==> config.mk <==
export PLATFORM = sky130hd
export DESIGN_NAME = dram_seq
export DESIGN_NICKNAME = d
export VERILOG_FILES = /design/src/rtl/dseq_pkg.sv /design/src/rtl/dseq_dncnt.sv /design/src/rtl/dseq_reftmr.sv /design/src/rtl/dram_seq.sv
export SDC_FILE = /design/constraint.sdc
export NUM_CORES = 1
export LEC_CHECK = 0
export BUFFER_PORTS_ARGS = -buffer_cell sky130_fd_sc_hd__buf_4
export CAP_MARGIN = 20
export CORE_UTILIZATION = 46
export DETAILED_ROUTE_END_ITERATION = 12
export GPL_ROUTABILITY_DRIVEN = 0
export MAX_ROUTING_LAYER = met4
export PLACE_DENSITY_LB_ADDON = 0.05
export SLEW_MARGIN = 30
export SYNTH_ARGS = -nofsm -noshare
export SYNTH_HDL_FRONTEND = slang
export SYNTH_SLANG_ARGS = --single-unit
==> constraint.sdc <==
create_clock -name clk -period 6.6 [get_ports clk]
set_input_delay 1.32 -clock clk [delete_from_list [all_inputs] [get_ports clk]]
set_output_delay 1.32 -clock clk [all_outputs]
set_load 0.005 [all_outputs]
==> src/rtl/dseq_pkg.sv <==
package dseq_pkg;

    typedef enum logic [3:0] {
        ST_PAUSE,
        ST_IDLE,
        ST_ASU,
        ST_ROW,
        ST_COL,
        ST_CASL,
        ST_ROR,
        ST_CBR_CAS,
        ST_CBR_RAS,
        ST_PRE
    } seq_st_e;

    typedef enum logic [1:0] {
        JOB_RD,
        JOB_WR,
        JOB_REF
    } job_e;

    function automatic int cyc_of(input int ns, input int clk_ns);
        return (ns + clk_ns - 1) / clk_ns;
    endfunction

    function automatic int imax(input int a, input int b);
        return (a > b) ? a : b;
    endfunction

    // grade 0 = 60 ns part, grade 1 = 70 ns part
    function automatic int grade_trc(input int g);
        return (g != 0) ? 130 : 110;
    endfunction

    function automatic int grade_trp(input int g);
        return (g != 0) ? 50 : 40;
    endfunction

    function automatic int grade_tras(input int g);
        return (g != 0) ? 70 : 60;
    endfunction

    function automatic int grade_trah(input int g);
        return (g != 0) ? 10 : 10;
    endfunction

endpackage

==> src/rtl/dseq_dncnt.sv <==
module dseq_dncnt #(
    parameter int W       = 16,
    parameter int RST_VAL = 0
) (
    input  logic         clk,
    input  logic         rst,
    input  logic         load,
    input  logic [W-1:0] val,
    output logic         done
);
    logic [W-1:0] cnt;

    always_ff @(posedge clk) begin
        if (rst)
            cnt <= W'(RST_VAL);
        else if (load)
            cnt <= val;
        else if (cnt != '0)
            cnt <= cnt - 1'b1;
    end

    assign done = (cnt == '0);
endmodule

==> src/rtl/dseq_reftmr.sv <==
module dseq_reftmr #(
    parameter int PERIOD = 1560
) (
    input  logic clk,
    input  logic rst,
    input  logic en,
    input  logic clr,
    output logic pend
);
    localparam int TW = $clog2(PERIOD + 1);

    logic [TW-1:0] tcnt;
    logic          wrap;

    assign wrap = (tcnt == TW'(PERIOD - 1));

    always_ff @(posedge clk) begin
        if (rst || !en)
            tcnt <= '0;
        else if (wrap)
            tcnt <= '0;
        else
            tcnt <= tcnt + 1'b1;
    end

    always_ff @(posedge clk) begin
        if (rst)
            pend <= 1'b0;
        else if (en && wrap)
            pend <= 1'b1;
        else if (clr)
            pend <= 1'b0;
    end

    // a raised refresh request survives until the sequencer takes it
    assert_pend_hold_R10: assert property (@(posedge clk) disable iff (rst)
        (pend && !clr) |=> pend);
endmodule

==> src/rtl/dram_seq.sv <==
module dram_seq
    import dseq_pkg::*;
#(
    parameter int CLK_NS    = 10,
    parameter int GRADE     = 0,
    parameter int PAUSE_NS  = 200000,
    parameter int REFI_NS   = 15600,
    parameter int RASMAX_NS = 10000,
    parameter int RDHOLD_NS = 17,
    parameter int N_INIT    = 8,
    parameter bit INIT_CBR  = 1'b0,
    parameter int AW        = 11,
    parameter int DW        = 16
) (
    input  logic            clk,
    input  logic            rst,
    input  logic            req,
    input  logic            we,
    input  logic [2*AW-1:0] addr,
    input  logic [DW-1:0]   wdata,
    output logic [DW-1:0]   rdata,
    output logic            ack,
    output logic [AW-1:0]   dram_addr,
    output logic            ras_n,
    output logic            cas_n,
    output logic            we_n,
    output logic [DW-1:0]   dq_o,
    output logic            dq_oe,
    input  logic [DW-1:0]   dq_i
);
    localparam int T_PAUSE_C  = cyc_of(PAUSE_NS, CLK_NS);
    localparam int T_RAS_C    = cyc_of(grade_tras(GRADE), CLK_NS);
    localparam int T_RP_C     = cyc_of(grade_trp(GRADE), CLK_NS);
    localparam int T_RC_C     = cyc_of(grade_trc(GRADE), CLK_NS);
    localparam int T_RAH_C    = imax(1, cyc_of(grade_trah(GRADE), CLK_NS));
    localparam int T_RDW_C    = imax(1, cyc_of(RDHOLD_NS, CLK_NS));
    localparam int T_REFI_C   = cyc_of(REFI_NS, CLK_NS);
    localparam int T_RASMAX_C = cyc_of(RASMAX_NS, CLK_NS);
    localparam int T_CASL_C   = imax(T_RDW_C, T_RAS_C - T_RAH_C - 1);
    localparam int T_LOW_C    = T_RAH_C + 1 + T_CASL_C;
    // row strobe is high for T_PRE_C plus an idle and a setup cycle
    localparam int T_PRE_C    = imax(1, imax(T_RP_C - 2, T_RC_C - T_LOW_C - 2));
    localparam int CW         = $clog2(imax(T_PAUSE_C, imax(T_LOW_C, T_PRE_C)) + 1);
    localparam int IW         = $clog2(N_INIT + 1);
    localparam int SAT        = T_RASMAX_C + T_RC_C;
    localparam int SW         = $clog2(SAT + 1);

    typedef struct packed {
        job_e          kind;
        logic [AW-1:0] row;
        logic [AW-1:0] col;
        logic [DW-1:0] wdata;
    } job_t;

    seq_st_e       st, nxt;
    job_t          job, job_n;
    logic          done, load;
    logic [CW-1:0] lval;
    logic [IW-1:0] init_left;
    logic [AW-1:0] ref_row;
    logic          init_busy, ref_pend, ref_clr;
    logic          start_acc, start_ref, ref_end, wr_phase;

    assign init_busy = (init_left != '0);
    assign ref_end   = (st == ST_ROR || st == ST_CBR_RAS) && done;

    function automatic int dur_of(input seq_st_e s);
        case (s)
            ST_PAUSE:              return T_PAUSE_C;
            ST_ROW:                return T_RAH_C;
            ST_CASL:               return T_CASL_C;
            ST_ROR, ST_CBR_RAS:    return T_LOW_C;
            ST_PRE:                return T_PRE_C;
            default:               return 1;
        endcase
    endfunction

    dseq_dncnt #(.W(CW), .RST_VAL(T_PAUSE_C - 1)) u_dly (
        .clk  (clk),
        .rst  (rst),
        .load (load),
        .val  (lval),
        .done (done)
    );

    dseq_reftmr #(.PERIOD(T_REFI_C)) u_ref (
        .clk  (clk),
        .rst  (rst),
        .en   (!init_busy),
        .clr  (ref_clr),
        .pend (ref_pend)
    );

    always_comb begin
        nxt       = st;
        start_acc = 1'b0;
        start_ref = 1'b0;
        case (st)
            ST_PAUSE: if (done) nxt = ST_IDLE;
            ST_IDLE: begin
                if (init_busy) begin
                    nxt       = INIT_CBR ? ST_CBR_CAS : ST_ASU;
                    start_ref = 1'b1;
                end else if (ref_pend) begin
                    nxt       = ST_CBR_CAS;
                    start_ref = 1'b1;
                end else if (req) begin
                    nxt       = ST_ASU;
                    start_acc = 1'b1;
                end
            end
            ST_ASU:     nxt = (job.kind == JOB_REF) ? ST_ROR : ST_ROW;
            ST_ROW:     if (done) nxt = ST_COL;
            ST_COL:     nxt = ST_CASL;
            ST_CASL:    if (done) nxt = ST_PRE;
            ST_ROR:     if (done) nxt = ST_PRE;
            ST_CBR_CAS: nxt = ST_CBR_RAS;
            ST_CBR_RAS: if (done) nxt = ST_PRE;
            ST_PRE:     if (done) nxt = ST_IDLE;
            default:    nxt = ST_IDLE;
        endcase
    end

    assign load    = (nxt != st);
    assign lval    = CW'(dur_of(nxt) - 1);
    assign ref_clr = !init_busy && (st == ST_IDLE) && (nxt == ST_CBR_CAS);

    always_comb begin
        job_n = job;
        if (start_acc) begin
            job_n.kind  = we ? JOB_WR : JOB_RD;
            job_n.row   = addr[2*AW-1:AW];
            job_n.col   = addr[AW-1:0];
            job_n.wdata = wdata;
        end else if (start_ref) begin
            job_n.kind = JOB_REF;
            job_n.row  = ref_row;
        end
    end

    assign wr_phase = (job_n.kind == JOB_WR) && (nxt inside {ST_COL, ST_CASL});

    always_ff @(posedge clk) begin
        if (rst) begin
            st        <= ST_PAUSE;
            job       <= '0;
            init_left <= IW'(N_INIT);
            ref_row   <= '0;
        end else begin
            st  <= nxt;
            job <= job_n;
            if (ref_end && init_busy)
                init_left <= init_left - 1'b1;
            if (st == ST_ROR && done)
                ref_row <= ref_row + 1'b1;
        end
    end

    always_ff @(posedge clk) begin
        if (rst) begin
            ras_n     <= 1'b1;
            cas_n     <= 1'b1;
            we_n      <= 1'b1;
            dq_oe     <= 1'b0;
            dq_o      <= '0;
            dram_addr <= '0;
            ack       <= 1'b0;
            rdata     <= '0;
        end else begin
            ras_n <= !(nxt inside {ST_ROW, ST_COL, ST_CASL, ST_ROR, ST_CBR_RAS});
            cas_n <= !(nxt inside {ST_CASL, ST_CBR_CAS, ST_CBR_RAS});
            we_n  <= !wr_phase;
            dq_oe <= wr_phase;
            dq_o  <= job_n.wdata;
            if (nxt inside {ST_ASU, ST_ROW, ST_ROR})
                dram_addr <= job_n.row;
            else if (nxt inside {ST_COL, ST_CASL})
                dram_addr <= job_n.col;
            ack <= (st == ST_CASL) && done;
            if (st == ST_CASL && done && job.kind == JOB_RD)
                rdata <= dq_i;
        end
    end

    // strobe run-length counters used only by the checks below
    logic [SW-1:0] ras_lo, ras_hi, since_fall;

    always_ff @(posedge clk) begin
        if (rst) begin
            ras_lo     <= '0;
            ras_hi     <= '0;
            since_fall <= SW'(SAT);
        end else begin
            ras_lo     <= ras_n ? '0 : ((ras_lo == SW'(SAT)) ? ras_lo : ras_lo + 1'b1);
            ras_hi     <= !ras_n ? '0 : ((ras_hi == SW'(SAT)) ? ras_hi : ras_hi + 1'b1);
            since_fall <= (!ras_n && ras_lo == '0) ? SW'(1)
                        : ((since_fall == SW'(SAT)) ? since_fall : since_fall + 1'b1);
        end
    end

    assert_quiet_pause_R1: assert property (@(posedge clk) disable iff (rst)
        (st == ST_PAUSE) |-> (ras_n && cas_n && we_n && !dq_oe));

    assert_cbr_order_R3: assert property (@(posedge clk) disable iff (rst)
        ($fell(ras_n) && !cas_n) |-> !$past(cas_n));

    assert_no_early_ack_R4: assert property (@(posedge clk) disable iff (rst)
        init_busy |-> !ack);

    assert_ras_min_R5: assert property (@(posedge clk) disable iff (rst)
        $rose(ras_n) |-> (ras_lo >= SW'(T_RAS_C)));

    assert_ras_max_R5: assert property (@(posedge clk) disable iff (rst)
        !ras_n |-> (ras_lo < SW'(T_RASMAX_C)));

    assert_ras_pre_R6: assert property (@(posedge clk) disable iff (rst)
        $fell(ras_n) |-> (ras_hi >= SW'(T_RP_C)));

    assert_ras_cycle_R6: assert property (@(posedge clk) disable iff (rst)
        $fell(ras_n) |-> (since_fall >= SW'(T_RC_C)));

    assert_row_setup_R7: assert property (@(posedge clk) disable iff (rst)
        $fell(ras_n) |-> $stable(dram_addr));

    assert_col_setup_R7: assert property (@(posedge clk) disable iff (rst)
        ($fell(cas_n) && !ras_n) |-> $stable(dram_addr));

    assert_ack_pulse_R8: assert property (@(posedge clk) disable iff (rst)
        ack |=> !ack);

    assert_cas_gap_R11: assert property (@(posedge clk) disable iff (rst)
        $rose(cas_n) |=> cas_n);
endmodule

==> results of run 1 <==
-- routing by layer --
metal / up-vias / routed length, um / global-route usage, %
met4: 0 / 116 / 7.10
li1: 2546 / - / -
met3: 13 / 903 / 6.30
met5: - / 0 / -
met1: 2269 / 6550 / 30.0
met2: 150 / 5980 / 32.7
-- how the worst min path moves through the flow --
stage / to / slack [ns]
2_1_floorplan: u_ref.tcnt[0] / 0.42
3_3_place_gp: u_ref.tcnt[0] / 0.43
3_5_place_dp: u_ref.tcnt[0] / 0.44
4_1_cts: u_ref.tcnt[0] / 0.45
5_1_grt: dq_o[6] / 0.46
6_report: u_ref.tcnt[0] / 0.44
-- power by group --
part / switching, W / internal [W]
registers: 0.0000945 / 0.000797
clock network: 0.000292 / 0.000544
logic: 0.000582 / 0.000403
total: 0.000969 / 0.00174
-- cell type report --
class	count	share of cell area (%)
well taps	168	2.98
multi-input cells	492	43.0
clock inverters	5	0.710
repair buffers	110	11.7
flip-flops and latches	118	33.5
clock buffers	23	6.92
inverters	22	1.17
-- registers in the layout (all words and copies together), names as in the netlist --
name / count
ack: 1
cas_n: 1
dq_o: 16
dq_oe: 1
dram_addr: 11
init_left: 4
job: 24
ras_n: 1
rdata: 16
ref_row: 11
st: 4
u_dly.cnt: 15
u_ref.pend: 1
u_ref.tcnt: 11
we_n: 1
-- cells in the final DEF (no fill, tap or decap), drive strengths merged, types with 3 or more instances in the layout --
cell	n
o22ai	12
nand3	17
nor3	13
a21o	3
and3	6
xnor2	10
or3	11
a21oi	62
nor2b	5
o21ai	25
and2	10
o32ai	16
mux2i	11
buf	110
nand2b	8
ha	7
o211ai	3
clkinv	4
nor4	6
xor2	18
nor3b	4
a2111oi	3
clkbuf	23
nor2	70
a211oi	15
nand2	113
inv	22
nand4	6
dfxtp	118
nor4b	3
-- through the flow --
| step | cell area [um^2] | hold slack, ns | setup slack, ns | instances | util (%) |
|---|---|---|---|---|---|
| detailed placement | 6510 | 0.438 | 2.59 | 910 | 53.8 |
| floorplan | 5780 | 0.418 | 3.22 | 690 | - |
| CTS | 7050 | 0.449 | 2.56 | 938 | 58.2 |
| finish | 7050 | 0.444 | 2.49 | 938 | 58.2 |
| global placement | 6500 | 0.434 | 2.73 | 910 | 53.7 |
| global route | 7050 | 0.461 | 2.16 | 938 | 58.2 |
-- cells by family after synthesis --
kind of cell	count (synthesis)	share of synthesized area [%]
adder cells (fa/ha/maj)	8	1.69
AND/OR/NAND/NOR	283	24.6
multiplexers	11	1.91
flip-flops	118	40.9
AO/OA/AOI/OAI	162	19.8
XOR/XNOR	28	4.24
buffers and inverters	80	6.89
==> impl_metrics.ini, run 1 <==
[status]
status = completed

[drt]
postRouteWirelength_mm = 13.5
antenna_left = 0
vias = 4978
wl_per_cell_um = 14.4
viasPerCell = 5.31
drc = 0
firstDrtPassIters = 4
drt_iter0_drc = 280

[global_routing]
grt_max_degree = 80
track_usage_pct = 22.4
grt_pass1_vias = 4588
grt-ovfl-total = 0
antenna_found_initial = 0
grt_pass1_wl_mm = 22.3

[floorplan]
rows = 40
dieArea_um2 = 13000
core-area_um2 = 12100
io_pins = 106
die-height_um = 114
initial_core_util_pct = 47.7
die_x_um = 114

[final_layout]
final.fill_count = 1143
nets = 826
regArea_um2 = 2360
syn_to_final_growth_pct = 22.0
num_antenna_cells = 0
drive_above_1_share_pct = 21.6
multi_input_area_um2 = 3030

[synthesis]
synth_top_area_share_pct = 40.9
syn_avg_cell_area_um2 = 8.37
seq_area_frac_synth_pct = 40.9
ys_async_sr_fraction_pct = 0
ys_warn_count = 0
synth_common_cells = dfxtp_1, nand2_1, nor2_1
syn_inst = 690
syn_nets = 755
synth_edf_count = 0
synth_cell_types = 72
synth.most_common_cell = dfxtp_1
ys_ff_latch = 118
netlist_area_um2 = 5780
synthTopCellsByArea = dfxtp_1, nand2_1, a21oi_1, nor2_1, o32ai_2
synth_largest_area_cell = dfxtp_1
ys.flop_type = dfxtp_1

[worst_setup_path]
crit_type = reg2reg
worstPathRequired_ns = 6.90
r2r_slack_ns = 2.49
crit_path_frequent_cell = ha_1
crit_arrival_ns = 4.42
crit_path_start = st[1]
cp-start-kind = flop
cp.depth = 10
r2r-start = st[1]
cp-endpoint = u_dly.cnt[2]
cp-end-kind = flop
cp_max_fo = 22
slowest_delay_ns = 0.86
reg2regPathDepth = 10
cp_slowest_cell = dfxtp_1
timing.rr.end = u_dly.cnt[2]
critPathBufInv = 1
path_delay_family = compound AO/OA/AOI/OAI gates
path_cells = nor4b_4 -> a32o_1 -> a211oi_1 -> nand4b_1 -> o221ai_1 -> inv_1 -> ha_1 -> ha_1 -> a21oi_1 -> a311o_1

[timing]
finalSetupViolCount = 0
rsz0062_at_grt = false
clock.fmax_mhz = 243
slew_viol_final = 0
skew_ns = 0.00716
worst_pin_slew_ns = 0.904
fin_crit_sh_pct = 62.3
slew_headroom_pct = 39.4
period_needed_ns = 4.11
setup_tns_ns = 0
hold_viol = 0

[cts]
ctsHtreeMaxLevel = 4
postCtsResizedCells = 0
cts_hold_buf = 0
cts_setup_buffers = 0
root_buffer = clkbuf_16
clkTransAtPathRegs_ns = 0.05
cts_buffer_depth = 2
cts_tree = yes
clkLatencyLatePin_ns = 0.42
cts.sinks = 118
cts_buffers = 17

[min_path]
whs_path_depth = 1
hold_start = u_ref.tcnt[0]
hold_path_class = reg2reg

[power_and_ir_drop]
total_power_w = 0.00271
ir_drop_mv = 0.213
power.static_leakage_nw = 2.78
power_density_nw_per_um2 = 385

[run]
cap_violations = 0

[place]
dp_hpwl_mm = 9.54
io_buffer_count = 105
(Power assumes the default switching activity.)
==> run 2, diff against run 1 <==
--- a/config.mk
+++ b/config.mk
@@ -5,6 +5,7 @@
 export SDC_FILE = /design/constraint.sdc
 export NUM_CORES = 1
 export LEC_CHECK = 0
+export ABC_AREA = 1
 export BUFFER_PORTS_ARGS = -buffer_cell sky130_fd_sc_hd__buf_4
 export CAP_MARGIN = 20
 export CORE_UTILIZATION = 46
==> constraint.sdc (replaced) <==
create_clock -name clk -period 3.3 [get_ports clk]
set_input_delay 0.66 -clock clk [delete_from_list [all_inputs] [get_ports clk]]
set_output_delay 0.66 -clock clk [all_outputs]
set_load 0.005 [all_outputs]
==> impl_metrics.ini, run 2 <==
[status]
status = completed

[cts]
clkTransAtPathRegs_ns = 0.05
cts.sinks = 118
postCtsResizedCells = 0
clkLatencyLatePin_ns = 0.42
cts_setup_buffers = 0
cts_hold_buf = 0
cts_tree = yes
root_buffer = clkbuf_16
cts_buffer_depth = 2
cts_buffers = 17
ctsHtreeMaxLevel = 4

[drt]
drc = 0
postRouteWirelength_mm = 13.1
antenna_left = 0
vias = 5330
viasPerCell = 4.88
firstDrtPassIters = 4
drt_iter0_drc = 240
wl_per_cell_um = 12.0

[synthesis]
syn_inst = 831
synth.most_common_cell = nand2_1
ys_warn_count = 0
ys_ff_latch = 118
syn_avg_cell_area_um2 = 6.99
synthTopCellsByArea = dfxtp_1, nand2_1, inv_1, a21oi_1, nor2_1
syn_nets = 896
synth-xor-area-share_pct = 2.26
netlist_area_um2 = 5810
synth_top_family_by_area = simple AND/OR/NAND/NOR gates
synth_compound_area_share_pct = 12.1
synth_largest_area_cell = dfxtp_1
synthMuxAreaShare_pct = 0
synth_common_cells = nand2_1, dfxtp_1, inv_1
ys.flop_type = dfxtp_1
ys_async_sr_fraction_pct = 0
synthSimpleGateAreaFrac_pct = 32.6
synth_top_area_share_pct = 40.7
synth_cell_types = 36
seq_area_frac_synth_pct = 40.7
synth_fa_ha_area_share_pct = 1.51
synth_edf_count = 0

[worst_setup_path]
cp-end-kind = flop
r2r-start = u_dly.cnt[0]
r2r_slack_ns = 0.58
worstPathRequired_ns = 3.59
crit_type = reg2reg
cp-start-kind = flop
crit_arrival_ns = 3.01
cp_max_fo = 10
reg2regPathDepth = 17
timing.rr.end = u_dly.cnt[4]

[min_path]
hold_start = dq_o[7]
hold_path_class = reg2reg
whs_path_depth = 2
holdPathEnd = dq_o[7]

[power_and_ir_drop]
p_seq_share_pct = 31.9
power.static_leakage_nw = 3.34
combPwrFrac_pct = 33.7
ir_drop_mv = 0.384
power_density_nw_per_um2 = 735
clkPwrFrac_pct = 34.4
p_sw_w = 0.00184
p_int_w = 0.00343
p_sw_share_pct = 34.9

[floorplan]
die_x_um = 114
initial_core_util_pct = 47.7
die-height_um = 114
io_pins = 106
rows = 40
core-area_um2 = 12200
dieArea_um2 = 13100

[run]
cap_violations = 0

[final_layout]
layout_commonest_cell = nand2_1
num_antenna_cells = 0
syn_to_final_growth_pct = 23.7
final_cell_mix = nand2_1, dfxtp_1, buf_4
final.fill_count = 1171
largestRegisters = job (24), dq_o (16), rdata (16)
top_register = job
nets = 980
drive_above_1_share_pct = 20.5
largest_reg_flops = 24
final_core_util_pct = 59.0

[timing]
whs_ns = 0.463
period_needed_ns = 2.72
rsz0062_at_grt = false
slew_headroom_pct = 49.0
slew_viol_final = 0
hold_viol = 0
setup_tns_ns = 0
setup_ws_ns = 0.583
finalSetupViolCount = 0
worst_pin_slew_ns = 0.766
fin_crit_sh_pct = 82.3
clock.fmax_mhz = 368
skew_ns = 0.00777

[place]
io_buffer_count = 105
dp_hpwl_mm = 9.25
pre_cts_ws_ns = 0.614

[global_routing]
grt-ovfl-total = 0
antenna_found_initial = 0
grt_util_met1_pct = 26.8
grt_busiest_layer = met2
track_usage_pct = 22.2
grt_pass1_vias = 4985
grt_pass1_wl_mm = 22.3
grt_max_degree = 71
use_met2_pct = 35.5
globalRouteMet3Util_pct = 5.08
## run 2: through the flow
stage | std cells | cell area, um^2 | total power, W
6_report | 1093 | 7180 | 0.00527
5_1_grt | 1093 | 7180 | 0.00565
4_1_cts | 1093 | 7180 | 0.00532
3_5_place_dp | 1064 | 6600 | 0.00346
3_3_place_gp | 1064 | 6600 | 0.00343
2_1_floorplan | 831 | 5810 | 0.00308
## run 2: how the worst max path moves through the flow
stage                       startpoint            to
after floorplan           u_dly.cnt[0]  u_dly.cnt[2]
after global placement    u_dly.cnt[0]  u_dly.cnt[4]
after detailed placement  u_dly.cnt[0]  u_dly.cnt[4]
after CTS                 u_dly.cnt[0]  u_dly.cnt[4]
after global routing      u_dly.cnt[0]  u_dly.cnt[4]
final                     u_dly.cnt[0]  u_dly.cnt[4]
## run 2: area by class of cell
type	instances	area (um^2)	share of cell area, %
Multi-Input combinational cell	568	2820	39.3
Clock inverter	3	65.1	0.906
Clock buffer	26	519	7.23
Inverter	100	375	5.23
Sequential cell	118	2360	32.9
Timing Repair Buffer	110	826	11.5
Tap cell	168	210	2.93
## run 2: critical path: stages, from the launching register on
cell and delay (ns):
dfxtp_1 0.31, inv_1 0.10, ha_1 0.23, nand2_2 0.12, nor2_2 0.16, nand2_4 0.14
nand2_4 0.12, nand2_1 0.06, nor2_2 0.23, nand3_1 0.20, nand2_1 0.16, a31oi_1 0.06
ha_1 0.22, ha_1 0.18, nand2_1 0.12, nand2_1 0.08, nand2_1 0.06, nand2_1 0.05
## run 2: kinds of logic (layout without fill, tap and decap cells)
logic type                 count (synthesis)  count (layout)
AOI/OAI and AO/OA                        121             121
and+or+nand+nor                          425             425
adders and majority gates                  7               7
buffers and inverters                    145             239
DFF                                      118             118
xor gates and xnor gates                  15              15
## run 2: power groups by stage
stage | clock network, W | registers [W] | logic (W)
2_1_floorplan | 0 | 0.00168 | 0.00141
3_3_place_gp | 0 | 0.00171 | 0.00173
3_5_place_dp | 0 | 0.00171 | 0.00175
4_1_cts | 0.00186 | 0.00168 | 0.00178
5_1_grt | 0.00192 | 0.00170 | 0.00204
6_report | 0.00181 | 0.00168 | 0.00178
## run 2: routing by layer
metal	vias to the layer above	share of wire [%]
met5	-	0
met4	0	1.6
met3	19	3.7
met2	99	47
met1	2395	47
li1	2817	-
==> run 3, diff against run 2 <==
==> constraint.sdc (replaced) <==
create_clock -name clk -period 2.6 [get_ports clk]
set_input_delay 0.52 -clock clk [delete_from_list [all_inputs] [get_ports clk]]
set_output_delay 0.52 -clock clk [all_outputs]
set_load 0.005 [all_outputs]
==> impl_metrics.ini, run 3 (same netlist as run 2, synthesis figures left out) <==
[global_routing]
grt_pass1_wl_mm = 22.6
antenna_found_initial = 0
grt-ovfl-total = 0
grt_max_degree = 40
track_usage_pct = 22.6
grt_pass1_vias = 5066

[floorplan]
initial_core_util_pct = 47.7
rows = 40
die_x_um = 114
io_pins = 106
die-height_um = 114
dieArea_um2 = 13100
core-area_um2 = 12200

[drt]
viasPerCell = 4.91
antenna_left = 0
drc = 0
drt_iter0_drc = 402
wl_per_cell_um = 12.3
postRouteWirelength_mm = 13.6
firstDrtPassIters = 4
vias = 5428

[final_layout]
final.fill_count = 1170
top_register = job
final_cell_mix = nand2_1, buf_4, dfxtp_1
fin_cells = 1105
largest_reg_flops = 24
drive_above_1_share_pct = 22.9
largestRegisters = job (24), dq_o (16), rdata (16)
syn_to_final_growth_pct = 25.6
nets = 991
num_antenna_cells = 0
layout_commonest_cell = nand2_1

[power_and_ir_drop]
ir_drop_mv = 0.524
total_power_w = 0.00661
power.static_leakage_nw = 3.38
power_density_nw_per_um2 = 907

[place]
pre_cts_ws_ns = 0.0349
io_buffer_count = 105
dp_hpwl_mm = 9.50
placedCellCount = 1067

[worst_setup_path]
cp-start-kind = flop
worstPathRequired_ns = 2.89
crit_arrival_ns = 2.72
cp_max_fo = 7
crit_type = reg2reg
cp-end-kind = flop

[cts]
clkLatencyLatePin_ns = 0.41
ctsHtreeMaxLevel = 4
clkTransAtPathRegs_ns = 0.05
cts.sinks = 118
root_buffer = clkbuf_16
cts_buffers = 17
cts_tree = yes
cts_buffer_depth = 2
cts_hold_buf = 0

[timing]
finalSetupViolCount = 0
clock.fmax_mhz = 411
worst_pin_slew_ns = 0.576
setup_ws_ns = 0.166
slew_viol_final = 0
fin_crit_sh_pct = 93.6
period_needed_ns = 2.43
skew_ns = 0.00412
hold_viol = 0
slew_headroom_pct = 61.2

[run]
cap_violations = 0

[min_path]
hold_path_class = in2reg

[status]
status = completed
run 3: where the power goes:
group	total (W)	switching [W]	internal (W)
Sequential	0.00214	0.000129	0.00201
Clock	0.00208	0.000757	0.00133
Combinational	0.00239	0.00150	0.000889
Total	0.00661	0.00238	0.00423
run 3: path summary, 6_finish.rpt:
kind / endpoint / startpoint / slack [ns] / cells past startpoint
max reg2reg: u_dly.cnt[2] / init_left[0] / 0.17 / 16
max: u_dly.cnt[2] / init_left[0] / 0.17 / 16
min: rdata[0] / dq_i[0] / 0.36 / 3
min reg2reg: u_ref.tcnt[0] / u_ref.tcnt[0] / 0.45 / 1
run 3: area by class of cell:
class                   count  area (um^2)  share of cell area (%)
clock buffers              27          513                    7.04
clock inverters             3         17.5                   0.240
repair buffers            121          908                    12.5
flip-flops and latches    118         2370                    32.5
inverters                 100          375                    5.15
multi-input cells         568         2900                    39.8
well taps                 168          210                    2.88
run 3: routing by layer:
layer  vias up  global-route usage (%)  wire length (um)
met1      2476                    27.4              6410
met2       100                    35.7              6490
met5         -                       -                 0
met3        21                    6.67               546
met4         0                    8.14               195
li1       2831                       -                 -
run 3: critical path: stages, from the launching register on:
cell	delay (ns)
dfxtp_1	0.32
inv_1	0.08
ha_2	0.21
nand2_2	0.09
nor2_4	0.20
nand3_2	0.15
nand3_1	0.12
nor2_2	0.07
nand2_4	0.10
nor2_2	0.05
nand2_1	0.14
nand4_1	0.15
ha_2	0.21
ha_1	0.27
nand2_1	0.05
o21ai_1	0.07
nand2_1	0.06
run 3: per-stage QoR:
stage                     hold slack [ns]  cell area [um^2]  setup TNS [ns]  utilization, %
after floorplan                     0.418              5810               0               -
after global placement              0.429              6620               0            54.4
after detailed placement            0.444              6620               0            54.4
after CTS                           0.344              7150               0            58.8
after global routing                0.345              7290         -0.0397            59.9
final                               0.358              7290               0            59.9
run 3: timing repair:
| item | in CTS | in global routing |
|---|---|---|
| resized for setup | 0 | 21 |
| endpoints found under the setup margin | 0 | 17 |
| hold endpoints to repair | 0 | 0 |
| setup buffers | 0 | 8 |
